$ cat config.mk
export PLATFORM = sky130hd
export DESIGN_NAME = wm_prng8
export DESIGN_NICKNAME = d
export VERILOG_FILES = /design/src/rtl/wm_prng_pkg.sv /design/src/rtl/wm_lfsr_step.sv /design/src/rtl/wm_sym_map.sv /design/src/rtl/wm_prng8.sv
export SDC_FILE = /design/constraint.sdc
export NUM_CORES = 1
export LEC_CHECK = 0
export ABC_AREA = 1
export ABC_CLOCK_PERIOD_IN_PS = 1900
export BUFFER_PORTS_ARGS = -buffer_cell sky130_fd_sc_hd__buf_2
export CORE_AREA = 5 5 42 44
export CTS_CLUSTER_DIAMETER = 120
export CTS_CLUSTER_SIZE = 24
export DETAILED_ROUTE_END_ITERATION = 16
export DIE_AREA = 0 0 47 49
export MAX_ROUTING_LAYER = met4
export PLACE_DENSITY_LB_ADDON = 0.05
export SLEW_MARGIN = 10
export SYNTH_ARGS = -nofsm -noshare
export SYNTH_HDL_FRONTEND = slang
export SYNTH_SLANG_ARGS = --single-unit
$ cat constraint.sdc
create_clock -name clk -period 1.9 [get_ports clk]
set_clock_uncertainty 0.2 [all_clocks]
set_input_delay 0.095 -clock clk [delete_from_list [all_inputs] [get_ports clk]]
set_output_delay 0.095 -clock clk [all_outputs]
set_load 0.01 [all_outputs]
$ cat src/rtl/wm_prng_pkg.sv
package wm_prng_pkg;

    localparam int WM_W = 8;

    typedef logic [WM_W-1:0] wm_word_t;

    typedef struct packed {
        wm_word_t word;
    } wm_state_t;

endpackage

$ cat src/rtl/wm_lfsr_step.sv
// One-to-many feedback step, extended so the all-zero word is part of the loop.
module wm_lfsr_step
    import wm_prng_pkg::*;
#(
    parameter int       W        = WM_W,
    parameter logic [W-1:0] TAP_MASK = 8'h71
) (
    input  logic [W-1:0] cur,
    output logic [W-1:0] nxt
);

    logic low_clear;
    logic fb;

    always_comb begin
        low_clear = ~|cur[W-2:0];
        fb        = cur[W-1] ^ low_clear;
    end

    // Bit 0 gets the feedback term alone; every other bit is its lower
    // neighbour, XORed with the feedback where the polynomial has a tap.
    assign nxt[0] = fb & TAP_MASK[0];

    for (genvar i = 1; i < W; i++) begin : g_tap
        if (TAP_MASK[i]) begin : g_xor
            assign nxt[i] = cur[i-1] ^ fb;
        end else begin : g_pass
            assign nxt[i] = cur[i-1];
        end
    end

    // The only word that leads into zero is the lone MSB.
    always_comb begin
        if (nxt == '0) begin
            AST_ZERO_ENTRY_ONLY: assert (cur == {1'b1, {(W-1){1'b0}}} || $isunknown(cur));
        end
    end

endmodule

$ cat src/rtl/wm_sym_map.sv
// Derives the ternary symbol and the binary bit from the two low word bits.
module wm_sym_map (
    input  logic [1:0] low_bits,
    output logic [1:0] trit,
    output logic       bin_bit
);

    always_comb begin
        trit    = (low_bits == 2'b11) ? 2'b00 : low_bits;
        bin_bit = low_bits[0];
    end

    always_comb begin
        AST_TRIT_RANGE: assert (trit != 2'b11 || $isunknown(low_bits));
    end

endmodule

$ cat src/rtl/wm_prng8.sv
module wm_prng8
    import wm_prng_pkg::*;
#(
    parameter logic [WM_W-1:0] TAP_MASK  = 8'h71,
    parameter logic [WM_W-1:0] RESET_KEY = 8'h01
) (
    input  logic            clk,
    input  logic            rst,
    input  logic            key_load,
    input  logic [WM_W-1:0] key_in,
    input  logic            advance,
    output logic [WM_W-1:0] wm_word,
    output logic [1:0]      wm_trit,
    output logic            wm_bit
);

    wm_state_t      st_d, st_q;
    logic [WM_W-1:0] stepped;

    wm_lfsr_step #(
        .W        (WM_W),
        .TAP_MASK (TAP_MASK)
    ) u_step (
        .cur (st_q.word),
        .nxt (stepped)
    );

    always_comb begin
        st_d = st_q;
        if (rst) begin
            st_d.word = RESET_KEY;
        end else if (key_load) begin
            st_d.word = key_in;
        end else if (advance) begin
            st_d.word = stepped;
        end
    end

    always_ff @(posedge clk) begin
        st_q <= st_d;
    end

    assign wm_word = st_q.word;

    wm_sym_map u_sym (
        .low_bits (st_q.word[1:0]),
        .trit     (wm_trit),
        .bin_bit  (wm_bit)
    );

    AST_RESET_KEY: assert property (@(posedge clk)
        rst |=> (wm_word == RESET_KEY));

    AST_LOAD_WINS: assert property (@(posedge clk) disable iff (rst)
        key_load |=> (wm_word == $past(key_in)));

    AST_HOLD: assert property (@(posedge clk) disable iff (rst)
        (!key_load && !advance) |=> $stable(wm_word));

    AST_ZERO_EXIT: assert property (@(posedge clk) disable iff (rst)
        (!key_load && advance && wm_word == '0) |=> (wm_word == TAP_MASK));

    AST_TOP_TO_ZERO: assert property (@(posedge clk) disable iff (rst)
        (!key_load && advance && wm_word == {1'b1, {(WM_W-1){1'b0}}}) |=> (wm_word == '0));

    AST_BIT_MATCH: assert property (@(posedge clk) disable iff (rst)
        wm_bit == wm_word[0]);

endmodule

==> results by group, run 1 <==
Clock tree
  • CTS tree: yes
  • Clock transition at path regs: 50 ps
  • Worst-Skew Late Latency: 250 ps
  • Maximum root-to-sink buffer count: 2
  • Num CTS Buffers: 3
  • H-tree depth: 1
  • Root Buffer: clkbuf_4
  • TritonCTS Sinks: 8

Route
  • Via count: 578
  • ANT nets after route: 0
  • Drt first pass iters: 4
  • Initial DRC Count: 8
  • Total Wirelength: 1389 microns
  • Avg WL per Cell: ~11 microns
  • Residual DRC count: 0
  • Vias/cell: 4.624

Run status
  • Violated checks: negative hold slack
  • Status: finished with violations

Timing
  • Final min period: 1376 ps
  • Final worst slack: 523.7 ps
  • Count of pins over their slew limit: 0
  • Worst rel slew slack: 0.8222
  • Fin crit share: 0.7244
  • Hold WS: -22.27 ps
  • RSZ-0062 raised after global routing: false
  • Final Hold Fails: 1
  • Final TNS setup: 0 ps
  • Worst Tran Pin Value: 266.5 ps
  • Finish-stage setup viols: 0
  • Peak Freq: 726.6 MHz

Die
  • I/O Pins: 23
  • Initial Utilization: 0.3482
  • Die area: 2303 sq um
  • Die W: 47 microns
  • Row count: 14
  • DIE HEIGHT: 49 microns
  • Core region area: ~1400 sq um

Logic synthesis
  • Synth Warn #: 0
  • Mapped cell area: slightly below 500 sq um
  • Dominant cell type by area after synthesis: dfxtp_1
  • Post-synth top area share: 0.3282
  • Synthesized instance count: between 70 and 80
  • Largest cells by area after synthesis: dfxtp_1, nand2_1, nand3_1
  • Mapped Nets: 87
  • Synth Area per Inst: roughly 6.5 sq um
  • Synth unique cells: 19
  • Yosys reg bits: 8
  • Seq/Total Area, Yosys: 0.3282

Power
  • Static leakage: 0.3974 nW
  • Pwr dens: 605.1 nW/um^2
  • Maximum VDD drop: around 0.35 mV

GRT
  • Vias in the first global route: roughly 490
  • Initial antenna violation count: 0
  • Gr usage total: 0.1246
  • Global-route wire length before repair: 2021 microns
  • Global route overflow: 0
  • Largest net degree at the start of global routing: 11

Placement
  • Placed Area: 599.3 sq um
  • RePlAce Congestion: 0.7276
  • PortBufs: 22
  • Final HPWL DP: 985.1 microns
  • Pre-CTS setup slack: 629.5 ps

Layout
  • NumNets Final: 123
  • Flip-flop count of the largest register after layout: 8
  • Layout cells sized above 1: 0.4587
  • P&R area growth vs syn: 53.33%
  • Antenna cells: 0
  • Final instance area: between 700 and 800 sq um

Worst setup path
  • Worst Setup SP: wm_word[0]
  • Crit path to: wm_word[6]
  • Worst Path Required: roughly 1900 ps
  • Worst-path fanout max: 5
  • Critical Path AT: 1340 ps
  • R2R depth: 7
  • CP Class: reg -> reg
  • Reg2Reg Capture Point: wm_word[6]
  • Worst r2r src: wm_word[0]
  • Startpoint Class: flop
  • Worst R2R Setup Slack: between 500 and 600 ps
  • Critical path endpoint category: flop

Run
  • Max Cap Violations: 0

Hold path
  • Hold Crit Class: in -> reg
[critical path: stages, from the launching register on]
cell	delay (ps)
dfxtp_4	350
inv_2	80
nand2_1	60
nor2_1	110
nand3_2	120
nand3_1	110
nand3_1	90
a21oi_1	170
[worst min path at each step]
stage | startpoint | to | slack, ps | cells after the start
6_report | key_in[5] | wm_word[5] | -20 | 3
5_1_grt | advance | wm_word[0] | 30 | 4
4_1_cts | advance | wm_word[0] | 20 | 4
3_5_place_dp | rst | wm_word[5] | 130 | 2
3_3_place_gp | rst | wm_word[6] | 130 | 2
2_1_floorplan | rst | wm_word[4] | -40 | 1
[cell families after synthesis]
group,after synthesis,share of synthesized area
AOI/OAI and AO/OA,13,0.1769
DFF,8,0.3282
buffers and inverters,17,0.1641
and+or+nand+nor,37,0.3308
[layout make-up]
cell class                 instances  area [sq um]
tap                               16         20.02
clock buffer                       3         22.52
inverter                          15         61.31
sequential                         8         172.7
timing repair buffer              33         212.7
fill                             153         653.1
multi-input combinational         50         259.0
[per-layer routing]
layer | vias up | wire [microns] | track usage
met5 | - | 0 | -
met4 | 0 | 0 | 0.05530
met3 | 0 | 81 | 0.04428
met2 | 15 | 674 | 0.1742
met1 | 251 | 634 | 0.1578
li1 | 312 | - | -
[what timing repair did]
| action | 4_1_cts | 5_1_grt |
|---|---|---|
| endpoints found under the setup margin | 0 | 1 |
| setup buffers | 0 | 3 |
| hold endpoints to repair | 8 | 0 |
| gates resized for setup | 0 | 14 |
| hold buffers | 9 | 0 |
[metrics by stage]
stage / std cells / util / total power [mW]
6_report: 125 / 0.5339 / 0.4527
5_1_grt: 125 / 0.5339 / 0.4831
4_1_cts: 123 / 0.5080 / 0.4497
3_5_place_dp: 111 / 0.4277 / 0.3028
3_3_place_gp: 111 / 0.4277 / 0.3029
2_1_floorplan: 75 / - / 0.2656
[placed cells by master (no fill, tap or decap), types with 4 or more instances in the layout]
master	netlist	final
buf_2	0	22
dfxtp_2	0	4
inv_2	5	7
inv_1	9	7
nor2_2	1	4
nand3_1	7	7
nand2_1	19	19
dlygate4sd3_1	0	8
nor2_1	8	5
[Yosys cell counts]
cell type and instances:
dfxtp_1 8, o21ai_2 1, a22oi_1 3, o211ai_1 1
a21oi_1 4, o221ai_1 2, nand3_1 7, o21ai_1 1
nand2_1 19, nand3_2 1, clkinv_4 1, nor2_2 1
buf_4 1, or2_4 1, inv_2 5, o21ai_0 1
buf_6 1, inv_1 9, nor2_1 8
[power by group]
part           internal (mW)  leakage (nW)  total [mW]  switching [mW]
Sequential             0.181        0.0684       0.197          0.0166
Clock                 0.0721        0.0138       0.128          0.0554
Combinational         0.0622         0.315       0.128          0.0655
Total                  0.315         0.397       0.453           0.138
Power figures use the tool's default switching activity.
==> inputs of run 2 (changes only) <==
--- a/config.mk
+++ b/config.mk
@@ -6,7 +6,7 @@
 export NUM_CORES = 1
 export LEC_CHECK = 0
 export ABC_AREA = 1
-export ABC_CLOCK_PERIOD_IN_PS = 1900
+export ABC_CLOCK_PERIOD_IN_PS = 1300
 export BUFFER_PORTS_ARGS = -buffer_cell sky130_fd_sc_hd__buf_2
 export CORE_AREA = 5 5 42 44
 export CTS_CLUSTER_DIAMETER = 120
==> constraint.sdc (replaced) <==
create_clock -name clk -period 1.3 [get_ports clk]
set_clock_uncertainty 0.2 [all_clocks]
set_input_delay 0.065 -clock clk [delete_from_list [all_inputs] [get_ports clk]]
set_output_delay 0.065 -clock clk [all_outputs]
set_load 0.01 [all_outputs]
==> run 2 against run 1 <==
  * The run now ends clean
  * Die area did not move
  * Design area increased by 8.9%
  * Non-clock buffer count up 7
  * Total power increased by 52%
  * Sequential share of layout area down 1.9 points
  * Via count grew 6.9%
  * First-iteration DRC count increased by 130%
  * Utilization increased by 4.7 points
  * Setup slack worse by 490 ps
  * Final cell count is 5.6% higher
  * Global-route usage grew 2.0 points
  * Combinational power grew 63%
  * Critical path type unchanged
  * Largest power group unchanged
==> results by group, run 2 (same netlist as run 1, synthesis figures left out) <==
GRT
  • Global-route wire length before repair: 2346 microns
  • Largest net degree at the start of global routing: 11
  • Initial antenna violation count: 0
  • Global route overflow: 0
  • Gr usage total: 0.1448
  • Vias in the first global route: around 500

Placement
  • RePlAce Congestion: 0.7823
  • Final HPWL DP: between 1000 and 1500 microns
  • PortBufs: 22

Die
  • Initial Utilization: 0.3482
  • Die area: 2303 sq um
  • Die W: about 47 microns
  • DIE HEIGHT: 49 microns
  • I/O Pins: 23
  • Row count: 14
  • Core region area: 1401 sq um

Route
  • Drt first pass iters: 4
  • Total Wirelength: between 1000 and 1500 microns
  • ANT nets after route: 0
  • Avg WL per Cell: around 11 microns
  • Vias/cell: 4.682
  • Via count: 618
  • Residual DRC count: 0
  • Initial DRC Count: 18

Worst setup path
  • Critical Path AT: approximately 1200 ps
  • Cells along the critical path: nor2_2 > nand2_1 > o21ai_2 > nand3_1 > nand3_1 > a21oi_2
  • Worst Path Required: between 1000 and 1500 ps
  • Cell family with most CP delay: simple AND/OR/NAND/NOR gates
  • CP Class: reg -> reg
  • Slowest-stage cell, CP: dfxtp_2
  • WP buf/inv: 0
  • Critical path endpoint category: flop
  • Most frequent cell on the critical path: nand3_1
  • Crit-path max cell delay: 340 ps
  • Startpoint Class: flop
  • Worst-path fanout max: 5

Timing
  • Worst rel slew slack: 0.8648
  • Peak Freq: slightly below 800 MHz
  • Final min period: 1266 ps
  • Fin crit share: 0.9735
  • Finish-stage setup viols: 0
  • Count of pins over their slew limit: 0
  • Worst Tran Pin Value: 202.8 ps
  • RSZ-0062 raised after global routing: true
  • Final Hold Fails: 0

Clock tree
  • Clock transition at path regs: 60 ps
  • H-tree depth: 1
  • CTS tree: yes
  • Worst-Skew Late Latency: 250 ps
  • Postcts setup bufs: 0
  • TritonCTS Sinks: 8
  • Maximum root-to-sink buffer count: 2
  • Root Buffer: clkbuf_4
  • Num CTS Buffers: 3

Layout
  • Multi-input gate area: about 270 sq um
  • Final Util: 0.5813
  • Commonest non-fill, non-tap cells in the layout: buf_2, nand2_1, dlygate4sd3_1
  • Storage element area: 172.7 sq um
  • FILL cells: 139
  • P&R area growth vs syn: 66.92%
  • Layout cells sized above 1: 0.4828
  • Flip-flop count of the largest register after layout: 8
  • NumNets Final: 130
  • Commonest non-fill, non-tap cell in the layout: buf_2
  • Antenna cells: 0

Power
  • Pwr dens: ~840 nW/um^2
  • Static leakage: 0.4315 nW
  • Maximum VDD drop: around 0.54 mV
  • Final Power: about 700 uW

Hold path
  • Hold Crit Class: in -> reg

Run
  • Max Cap Violations: 0

Run status
  • Status: completed
==> run 2: worst reg2reg max path, stage by stage, from the launching register on <==
cell and delay (ps):
dfxtp_2 340, nor2_2 100, nand2_1 70, o21ai_2 190, nand3_1 110, nand3_1 100
a21oi_2 50
==> run 2: metrics by stage <==
stage	setup WS [ps]	hold slack, ps	cells	TNS (ps)	instance area, sq um
3_5_place_dp	39.98	104.2	119	0	659.4
5_1_grt	-59.46	57.29	132	-138.4	814.5
6_report	34.45	27.38	132	0	814.5
4_1_cts	11.99	17.53	132	0	783.3
2_1_floorplan	101.8	-65.93	75	0	488.0
3_3_place_gp	48.71	101.4	119	0	659.4
==> run 2: power by group <==
group	switching (mW)	internal, mW	leakage (nW)
Sequential	0.0213	0.264	0.0683
Clock	0.0869	0.106	0.0138
Combinational	0.102	0.107	0.349
Total	0.210	0.477	0.432
==> run 2: layout make-up <==
type	count	share of cell area
timing repair buffer	40	0.3318
multi-input combinational	50	0.3287
sequential	8	0.2120
inverter	15	0.07527
clock buffer	3	0.02765
tap	16	0.02458
==> run 2: path summary, 6_finish.rpt <==
path | start | to | slack, ps | cells past startpoint
worst max-delay path | wm_word[5] | wm_word[6] | 30 | 6
worst min-delay path | key_load | wm_word[0] | 30 | 3
worst max register to register | wm_word[5] | wm_word[6] | 30 | 6
worst min register to register | wm_word[5] | wm_word[6] | 400 | 3
==> run 2: routing by layer <==
metal  global-route usage  wire (microns)
met1               0.2151             652
met5                    -               0
met2               0.1719             639
met4              0.08295              22
met3              0.03321              91
==> run 2: repair_timing <==
item	4_1_cts	5_1_grt
setup endpoints to repair	1	7
hold buffers	10	0
pin swaps	0	8
hold endpoints to repair	8	0
gates resized for setup	1	14
